**src/rtl/ecu_pkg.sv**
```systemverilog
package ecu_pkg;

  localparam int FIELD_W = 3;

  typedef struct packed {
    logic irq_en;
    logic fall_en;
    logic rise_en;
  } ecu_field_t;

  // Qualifying-edge decision for one channel.
  function automatic logic edge_hit(ecu_field_t f, logic rise, logic fall);
    return (rise & f.rise_en) | (fall & f.fall_en);
  endfunction

  // Next flag value: a set in the same cycle overrides a clear.
  function automatic logic flag_next(logic cur, logic clr, logic set);
    return (cur & ~clr) | set;
  endfunction

endpackage

```
**src/rtl/ecu_edge_det.sv**
```systemverilog
module ecu_edge_det (
  input  logic clk,
  input  logic rst_n,
  input  logic pin_i,
  output logic rise_o,
  output logic fall_o
);
  logic meta_q, sync_q, prev_q;

  always_ff @(posedge clk or negedge rst_n) begin
    if (!rst_n) begin
      meta_q <= 1'b0;
      sync_q <= 1'b0;
      prev_q <= 1'b0;
    end else begin
      meta_q <= pin_i;
      sync_q <= meta_q;
      prev_q <= sync_q;
    end
  end

  assign rise_o = sync_q & ~prev_q;
  assign fall_o = ~sync_q & prev_q;
endmodule

```
**src/rtl/ecu_channel.sv**
```systemverilog
module ecu_channel
  import ecu_pkg::*;
#(
  parameter int CNT_W = 32
) (
  input  logic             clk,
  input  logic             rst_n,
  input  logic             rise_i,
  input  logic             fall_i,
  input  ecu_field_t       field_i,
  input  logic [CNT_W-1:0] count_i,
  input  logic             clr_i,
  output logic [CNT_W-1:0] cap_o,
  output logic             flag_o,
  output logic             evt_o
);
  logic set_w;

  assign evt_o = edge_hit(field_i, rise_i, fall_i);
  assign set_w = evt_o & field_i.irq_en;

  always_ff @(posedge clk or negedge rst_n) begin
    if (!rst_n) begin
      cap_o  <= '0;
      flag_o <= 1'b0;
    end else begin
      if (evt_o) cap_o <= count_i;
      flag_o <= flag_next(flag_o, clr_i, set_w);
    end
  end
endmodule

```
**src/rtl/edge_capture_unit.sv**
```systemverilog
module edge_capture_unit
  import ecu_pkg::*;
#(
  parameter int NUM_CH = 4,
  parameter int CNT_W  = 32
) (
  input  logic                    clk,
  input  logic                    rst_n,
  input  logic [CNT_W-1:0]        count_i,
  input  logic [NUM_CH-1:0]       cap_pin_i,
  input  logic                    ctl_we_i,
  input  logic [FIELD_W*NUM_CH-1:0] ctl_wdata_i,
  input  logic                    clr_we_i,
  input  logic [NUM_CH-1:0]       clr_mask_i,
  output logic [NUM_CH*CNT_W-1:0] cap_val_o,
  output logic [NUM_CH-1:0]       flag_o,
  output logic                    irq_o
);
  localparam int CTL_W = FIELD_W * NUM_CH;

  logic [CTL_W-1:0]  ctl_q;
  logic [NUM_CH-1:0] rise_w, fall_w, evt_w, ie_w, clr_w;

  always_ff @(posedge clk or negedge rst_n) begin
    if (!rst_n)        ctl_q <= '0;
    else if (ctl_we_i) ctl_q <= ctl_wdata_i;
  end

  assign clr_w = clr_we_i ? clr_mask_i : '0;

  for (genvar g = 0; g < NUM_CH; g++) begin : g_ch
    ecu_field_t fld;
    assign fld     = ecu_field_t'(ctl_q[g*FIELD_W +: FIELD_W]);
    assign ie_w[g] = fld.irq_en;

    ecu_edge_det u_det (
      .clk    (clk),
      .rst_n  (rst_n),
      .pin_i  (cap_pin_i[g]),
      .rise_o (rise_w[g]),
      .fall_o (fall_w[g])
    );

    ecu_channel #(.CNT_W(CNT_W)) u_chan (
      .clk     (clk),
      .rst_n   (rst_n),
      .rise_i  (rise_w[g]),
      .fall_i  (fall_w[g]),
      .field_i (fld),
      .count_i (count_i),
      .clr_i   (clr_w[g]),
      .cap_o   (cap_val_o[g*CNT_W +: CNT_W]),
      .flag_o  (flag_o[g]),
      .evt_o   (evt_w[g])
    );
  end

  assign irq_o = |(flag_o & ie_w);
endmodule

```
**config.mk**
```make
export PLATFORM = sky130hd
export DESIGN_NAME = edge_capture_unit
export DESIGN_NICKNAME = d
export VERILOG_FILES = /design/src/rtl/ecu_pkg.sv /design/src/rtl/ecu_edge_det.sv /design/src/rtl/ecu_channel.sv /design/src/rtl/edge_capture_unit.sv
export SDC_FILE = /design/constraint.sdc
export NUM_CORES = 1
export LEC_CHECK = 0
export ABC_CLOCK_PERIOD_IN_PS = 2000
export BUFFER_PORTS_ARGS = -buffer_cell sky130_fd_sc_hd__buf_2
export CORE_MARGIN = 2
export CORE_UTILIZATION = 51
export DETAILED_ROUTE_END_ITERATION = 8
export HOLD_SLACK_MARGIN = 0.08
export PLACE_DENSITY = 0.82
export SLEW_MARGIN = 25
export SYNTH_ARGS = -nofsm -noshare
export SYNTH_HDL_FRONTEND = slang
export SYNTH_HIERARCHICAL = 1
export SYNTH_SLANG_ARGS = --single-unit
```
**constraint.sdc**
```tcl
create_clock -name clk -period 2 [get_ports clk]
set_clock_uncertainty 0.1 [all_clocks]
set_input_delay 0.2 -clock clk [delete_from_list [all_inputs] [get_ports clk]]
set_output_delay 0.2 -clock clk [all_outputs]
set_load 0.01 [all_outputs]
```
Yosys cells after proc, flatten, opt, wreduce, memory -nomap -nowiden
Index checks and enable logic that the tools add are counted.
{"block": "word_totals", "elab_cells": 68, "in_bits": 56, "output_inout_bits": 133, "ff_bits": 156}
{"block": "op_classes", "n_reduce_logical": 1, "n_mux": 1, "n_bitwise": 45}
{"operator": "$and 1x1->1", "count": 24}
{"operator": "$not 1->1", "count": 12}
{"operator": "$or 1x1->1", "count": 8}
{"operator": "$and 4x4->4", "count": 1}
{"operator": "$mux 4", "count": 1}
{"operator": "$reduce_or 4->1", "count": 1}

Longest topological paths before layout
Gate-level depths: netlist of the first run.
{"block": "depth", "ltp_word": 6, "mapped_depth": 4, "depth_no_buf": 3}

Hierarchy
Netlist of the first run, hierarchy kept.
{"module": "ecu_channel", "area_per_inst_um2": 1270.0, "instances": 4, "cells_per_inst": 73}
{"module": "edge_capture_unit", "area_per_inst_um2": 528.0, "instances": 1, "cells_per_inst": 32}
{"module": "ecu_edge_det", "area_per_inst_um2": 90.1, "instances": 4, "cells_per_inst": 5}

Least setup slack after synthesis of the first run
Ideal clock, no wire load.
{"block": "synth_timing", "path_kind": "register to register", "from": "register g_ch[0].u_det.prev_q", "to": "register g_ch[0].u_chan.cap_o[0]", "synth_period_minus_slack_ns": 1.586, "path_stages_with_launch": 5, "required_ns": 1.775, "setup_ns": 0.125, "setup_slack_ns": 0.414, "arrival_time_ns": 1.362, "path_buffers": 1, "cell_sequence": "dfrtp_1 and2b_2 a22oi_4 buf_8 mux2_2"}
{"block": "synth_between", "elab_cells_between_ends": 6, "classes_between": "bitwise: 6"}
{"element": "start: declaration", "line": "ecu_edge_det.sv:8", "text": "logic meta_q, sync_q, prev_q;"}
{"element": "start signal: assignment", "line": "ecu_edge_det.sv:18", "text": "prev_q <= sync_q;"}
{"element": "$and 1x1->1", "line": "ecu_edge_det.sv:23", "text": "assign fall_o = ~sync_q & prev_q;"}
{"element": "via fall_w[0]", "line": "edge_capture_unit.sv:22", "text": "logic [NUM_CH-1:0] rise_w, fall_w, evt_w, ie_w, clr_w;"}
{"element": "$and 1x1->1", "line": "ecu_pkg.sv:13", "text": "return (rise & f.rise_en) | (fall & f.fall_en);"}
{"element": "$or 1x1->1", "line": "ecu_pkg.sv:13"}
{"element": "end signal: assignment", "line": "ecu_channel.sv:27", "text": "if (evt_o) cap_o <= count_i;"}
{"element": "end: declaration", "line": "ecu_channel.sv:13", "text": "output logic [CNT_W-1:0] cap_o,"}
The timed path passes the listed nets, and every way through them passes these cells.
A chain may end at the register's enable or synchronous reset.

Final worst setup path of the first run
{"block": "layout_timing", "from": "register g_ch[1].u_det.prev_q", "to": "register g_ch[1].u_chan.cap_o[4]"}
{"block": "layout_between", "elab_cells_between_ends": 6, "classes_between": "bitwise: 6"}
{"element": "start: declaration", "line": "ecu_edge_det.sv:8"}
{"element": "start signal: assignment", "line": "ecu_edge_det.sv:18"}
{"element": "$and 1x1->1", "line": "ecu_edge_det.sv:23"}
{"element": "via fall_w[1]", "line": "edge_capture_unit.sv:22"}
{"element": "$and 1x1->1", "line": "ecu_pkg.sv:13"}
{"element": "$or 1x1->1", "line": "ecu_pkg.sv:13"}
{"element": "end signal: assignment", "line": "ecu_channel.sv:27"}
{"element": "end: declaration", "line": "ecu_channel.sv:13"}
The timed path passes the listed nets, and every way through them passes these cells.

==> impl_metrics.ini, run 1 <==
[die]
dieWidth_um = 112
num_rows = 39
die_h_um = 112
initial_utilization = 0.521
ios = 189
core_area_sq_um = 11400
die_area_sq_um = 12600

[finish]
fillers = 756
fin_nets = 657
drive_gt1_frac = 0.598
final_util = 0.717
area_delta_synth_final_pct = 37.5
multi_input_area_sq_um = 1830
diodes = 0
seqCellArea_sq_um = 3900
finish.instance_area_sq_um = 8180
stdcell_count = 755

[clock_tree]
cts-root-buf = clkbuf_16
cts_buffers = 17
cts_max_level = 4
cts_sinks = 156
cts_resized = 0
clkTransAtPathRegs_ns = 0.06
clockBufferDepth = 2
clock_latency_ns = 0.41
cts_tree = done

[detailed_routing]
ant_nets = 0
num_vias = 3840
drc_errors = 0
wl_per_cell_um = 18.5
routed_wl_um = 14000
vias_per_cell = 5.09
dr.pass1.iters = 4
drtIter0Drc = 196

[synthesis]
yosysWarnings = 6
synth_area_sq_um = 5950
avgSynthCellArea_sq_um = 17.5
synth_fp_nets = 396
synth_cells = 340

[grt]
grt_pass1_wl_um = 22100
grt_pass1_vias = 4293
grt_start_max_net_pins = 54
grt-ovfl-total = 0
antenna_found_initial = 0
grtUsageTotal = 0.229

[setup_path]
cp_top_family = flip-flops
crit_type = reg2reg
critPathLaunch = g_ch[1].u_det/prev_q
worstPathMaxFanout = 15
critical_path_buf_inv_count = 1
r2r-start = g_ch[1].u_det/prev_q
worst_ep_required_time_ns = 2.20
cp_cell_sequence = and2b_2 -> a22oi_4 -> buf_4 -> mux2_2
cp-start-kind = flop
worst_path_max_delay_cell = dfrtp_1
worstPathArrival_ns = 1.90
critPathMaxStageDelay_ns = 0.39
end_kind = flop

[sta]
final_hold_viol_count = 0
rsz0062_at_grt = false
setup_tns_ns = 0
whs_ns = 0.181
clock.fmax_mhz = 588
setup_viol = 0
min_period_over_period = 0.851
slew_violations = 0
relSlewSlack = 0.714
setup_ws_ns = 0.298
min_period_ns = 1.70
tightest_slew_ns = 0.429

[placed_design]
dpl_cell_area_sq_um = 7010
gp_congestion = 0.776
io_buffer_count = 188
dp_hpwl_um = 8680
dp.cells = 668
post-place-ws_ns = 0.297

[status]
status = finished, final reports clean

[power]
power_switching_mw = 2.56
power.share.switching = 0.268
peakVddDrop_v = 0.000809
share_seq_of_total_power = 0.437
power_mw = 9.57
internal_power_mw = 7.00
leakagePower_nw = 3.95
power_density_nw_per_um2 = 1170
p_clk_frac = 0.341
comb_power_share = 0.223

[job]
cap_violations = 0

[worst_hold_path]
hold_path_class = in2async
[power groups by stage]
| stage | clock network [mW] | registers, mW | logic (mW) |
|---|---|---|---|
| 5_1_grt | 3.47 | 4.25 | 2.28 |
| 3_5_place_dp | 0 | 4.21 | 2.04 |
| 4_1_cts | 3.30 | 4.16 | 2.14 |
| 6_report | 3.26 | 4.18 | 2.13 |
| 3_3_place_gp | 0 | 4.16 | 1.98 |
| 2_1_floorplan | 0 | 4.48 | 0.804 |
[final timing paths]
kind                                       endpoint  slack (ns)  cells after the start
setup / recovery            g_ch[1].u_chan/cap_o[4]        0.30                      4
hold / removal             g_ch[1].u_chan/cap_o[10]        0.18                      2
setup reg to reg            g_ch[1].u_chan/cap_o[4]        0.30                      4
hold reg to reg                g_ch[1].u_det/sync_q        0.25                      0
max in group asynchronous  g_ch[0].u_chan/cap_o[31]        0.99                      3
min in group clk                           ctl_q[7]        0.20                      2
[sequential cells by signal, summed over array words and instances (netlist names)]
| name | count |
|---|---|
| g_ch.u_det/meta_q | 4 |
| g_ch.u_det/sync_q | 4 |
| ctl_q | 12 |
| g_ch.u_det/prev_q | 4 |
| g_ch.u_chan/flag_o | 4 |
| g_ch.u_chan/cap_o | 128 |
[repair_timing]
item,in CTS,in global routing
hold buffers,57,0
endpoints found under the hold margin,304,0
setup buffers,0,0
[area by class of cell]
cell class,instances,area share
Clock inverter,7,0.0138
Tap cell,143,0.0219
Clock buffer,23,0.0596
Sequential cell,156,0.477
Timing Repair Buffer,255,0.201
Multi-Input combinational cell,163,0.223
Inverter,8,0.00367
[cells in the final DEF, fill, tap and decap left out]
| cell | n |
|---|---|
| dlygate4sd3_1 | 57 |
| and2_1 | 4 |
| buf_2 | 187 |
| mux2_2 | 122 |
| dfrtp_1 | 156 |
| buf_6 | 1 |
| mux2_1 | 8 |
| nand2_1 | 1 |
| bufinv_16 | 3 |
| o22ai_1 | 4 |
| clkinvlp_4 | 1 |
| inv_1 | 8 |
| clkbuf_1 | 2 |
| clkinv_2 | 3 |
| nor2b_1 | 4 |
| a22oi_4 | 4 |
| clkbuf_16 | 17 |
| buf_4 | 6 |
| and2b_2 | 4 |
| buf_12 | 4 |
| mux2_4 | 10 |
| a22oi_1 | 2 |
| clkbuf_8 | 4 |
[routing by layer]
layer	vias to the layer above	wire, um	track usage
met4	0	335	0.0919
met5	-	0	0
met3	30	1000	0.0794
met1	1942	5620	0.271
met2	154	7010	0.385
li1	1714	-	-
Note: power is estimated with default switching activity, not from simulation.
==> run 2: changes to the inputs <==
Settings changed: PLACE_DENSITY 0.82 to unset, PLACE_DENSITY_LB_ADDON set to 0.2, SYNTH_HIERARCHICAL 1 to unset.
==> run 2 against run 1 <==
Routed wire length is 2.9% lower. Register-to-register slack worse by 0.16 ns. Sequential share of layout area decreased by 0.58 points. Count of clock-buffer cells in the layout up 3. Critical endpoint is now g_ch[0].u_chan.cap_o[17].
==> impl_metrics.ini, run 2 <==
[sta]
final_hold_viol_count = 0
setup_tns_ns = 0
min_period_ns = 1.86
clock.fmax_mhz = 537
tightest_slew_ns = 0.731
rsz0062_at_grt = false
slew_violations = 0
setup_viol = 0
whs_ns = 0.167
relSlewSlack = 0.511
min_period_over_period = 0.931

[synthesis]
synth_top_area_share = 0.650
synth_area_leaders = dfrtp_1 (65%), mux2_2 (14%), mux2_4 (12%)
synth_area_sq_um = 6010
avgSynthCellArea_sq_um = 17.9
ys_seq_area_frac = 0.650
ys_async_sr_fraction = 1.00
synth_edf_count = 0
synth_common_cells = dfrtp_1 (156), mux2_2 (74), mux2_4 (47)
yosysWarnings = 0
synthMostInstantiatedCell = dfrtp_1
synthFlopType = dfrtp_1
yosysTopAreaCell = dfrtp_1
ys_types = 12
ys_ff_latch = 156
synth_cells = 336
synth_fp_nets = 392

[clock_tree]
cts_max_level = 4
cts_resized = 0
cts_hold_buf = 57
clock_latency_ns = 0.41
cts-root-buf = clkbuf_16
cts_buffers = 17
cts_tree = done
clockBufferDepth = 2
clkTransAtPathRegs_ns = 0.06
cts_sinks = 156
cts_setup_buffers = 0

[status]
status = finished, final reports clean

[finish]
top_register = g_ch.u_chan.cap_o
fillers = 749
fin_nets = 649
area_delta_synth_final_pct = 37.9
largest_reg_flops = 128
diodes = 0
drive_gt1_frac = 0.579
layout_common_cells = buf_2 (187), dfrtp_1 (156), mux2_2 (74)
final_common_cell = buf_2
reg_top3 = g_ch.u_chan.cap_o (128), ctl_q (12)

[placed_design]
dp_hpwl_um = 8830
io_buffer_count = 188
gp_congestion = 0.832

[detailed_routing]
dr.pass1.iters = 4
vias_per_cell = 4.97
ant_nets = 0
num_vias = 3721
wl_per_cell_um = 18.1
drc_errors = 0
drtIter0Drc = 137
routed_wl_um = 13600

[power]
leakagePower_nw = 3.96
share_seq_of_total_power = 0.424
comb_power_share = 0.227
power_density_nw_per_um2 = 1190
peakVddDrop_v = 0.000871
p_clk_frac = 0.349
power.share.switching = 0.260
internal_power_mw = 7.28
power_switching_mw = 2.56

[grt]
grt_pass1_vias = 4104
grt_start_max_net_pins = 67
grtUsageTotal = 0.225
grt_pass1_wl_um = 21700
grt-ovfl-total = 0
antenna_found_initial = 0

[die]
num_rows = 39
initial_utilization = 0.524
die_area_sq_um = 12700
dieWidth_um = 113
core_area_sq_um = 11500
die_h_um = 113
ios = 189

[setup_path]
worstPathMaxFanout = 15
end_kind = flop
worstPathArrival_ns = 2.05
worst_ep_required_time_ns = 2.19
crit_type = reg2reg
cp-start-kind = flop

[worst_hold_path]
hold_path_class = in2reg

[job]
cap_violations = 0
-- run 2: metrics by stage --
| step | cells | total power [mW] | cell area (sq um) | util | setup WS [ns] |
|---|---|---|---|---|---|
| floorplan | 336 | 5.39 | 6010 | - | 0.606 |
| CTS | 749 | 9.92 | 8280 | 0.722 | 0.119 |
| global placement | 660 | 6.30 | 7070 | 0.617 | 0.172 |
| finish | 749 | 9.83 | 8280 | 0.722 | 0.139 |
| detailed placement | 660 | 6.38 | 7070 | 0.617 | 0.124 |
| global route | 749 | 10.3 | 8280 | 0.722 | 0.0524 |
-- run 2: final timing paths --
check | cells past startpoint | slack [ns] | to | from
setup reg to reg | 4 | 0.14 | g_ch[0].u_chan.cap_o[17] | g_ch[0].u_det.sync_q
hold / removal | 2 | 0.17 | ctl_q[11] | ctl_we_i
max in group asynchronous | 3 | 0.90 | g_ch[1].u_chan.cap_o[20] | rst_n
hold reg to reg | 0 | 0.25 | g_ch[3].u_det.sync_q | g_ch[3].u_det.meta_q
setup / recovery | 4 | 0.14 | g_ch[0].u_chan.cap_o[17] | g_ch[0].u_det.sync_q
min in group asynchronous | 2 | 0.19 | g_ch[2].u_chan.cap_o[24] | rst_n
-- run 2: area by class of cell --
| class | instances | area [sq um] | share of cell area |
|---|---|---|---|
| Sequential cell | 156 | 3900 | 0.471 |
| Multi-Input combinational cell | 163 | 1930 | 0.233 |
| Timing Repair Buffer | 255 | 1630 | 0.197 |
| Clock buffer | 26 | 509 | 0.0615 |
| Tap cell | 143 | 179 | 0.0216 |
| Clock inverter | 6 | 130 | 0.0157 |
-- run 2: power groups by stage --
| stage | Clock [mW] | Combinational (mW) | Sequential (mW) |
|---|---|---|---|
| after CTS | 3.49 | 2.26 | 4.17 |
| after global placement | 0 | 2.12 | 4.18 |
| after floorplan | 0 | 0.919 | 4.47 |
| after detailed placement | 0 | 2.17 | 4.21 |
| after global routing | 3.65 | 2.39 | 4.26 |
| final | 3.43 | 2.23 | 4.17 |
-- run 2: layer usage --
layer | global-route usage | vias to the layer above | routed length [um]
met3 | 0.0697 | 28 | 807
met1 | 0.276 | 1868 | 5560
li1 | - | 1700 | -
met4 | 0.103 | 0 | 353
met5 | 0 | - | 0
met2 | 0.368 | 125 | 6840
-- run 2: critical path, cell delays in order (launching register included) --
cell and delay, ns:
dfrtp_1 0.35, nand2_1 0.09, o21ai_4 0.59, buf_4 0.30
mux2_4 0.30
-- run 2: logic make-up (layout without fill, tap and decap cells) --
family	Yosys count	after routing	share of synthesized area
flip-flops	156	156	0.650
buffers and inverters	17	287	0.0283
AO/OA/AOI/OAI	10	10	0.0192
multiplexers	140	140	0.292
AND/OR/NAND/NOR	13	13	0.0106
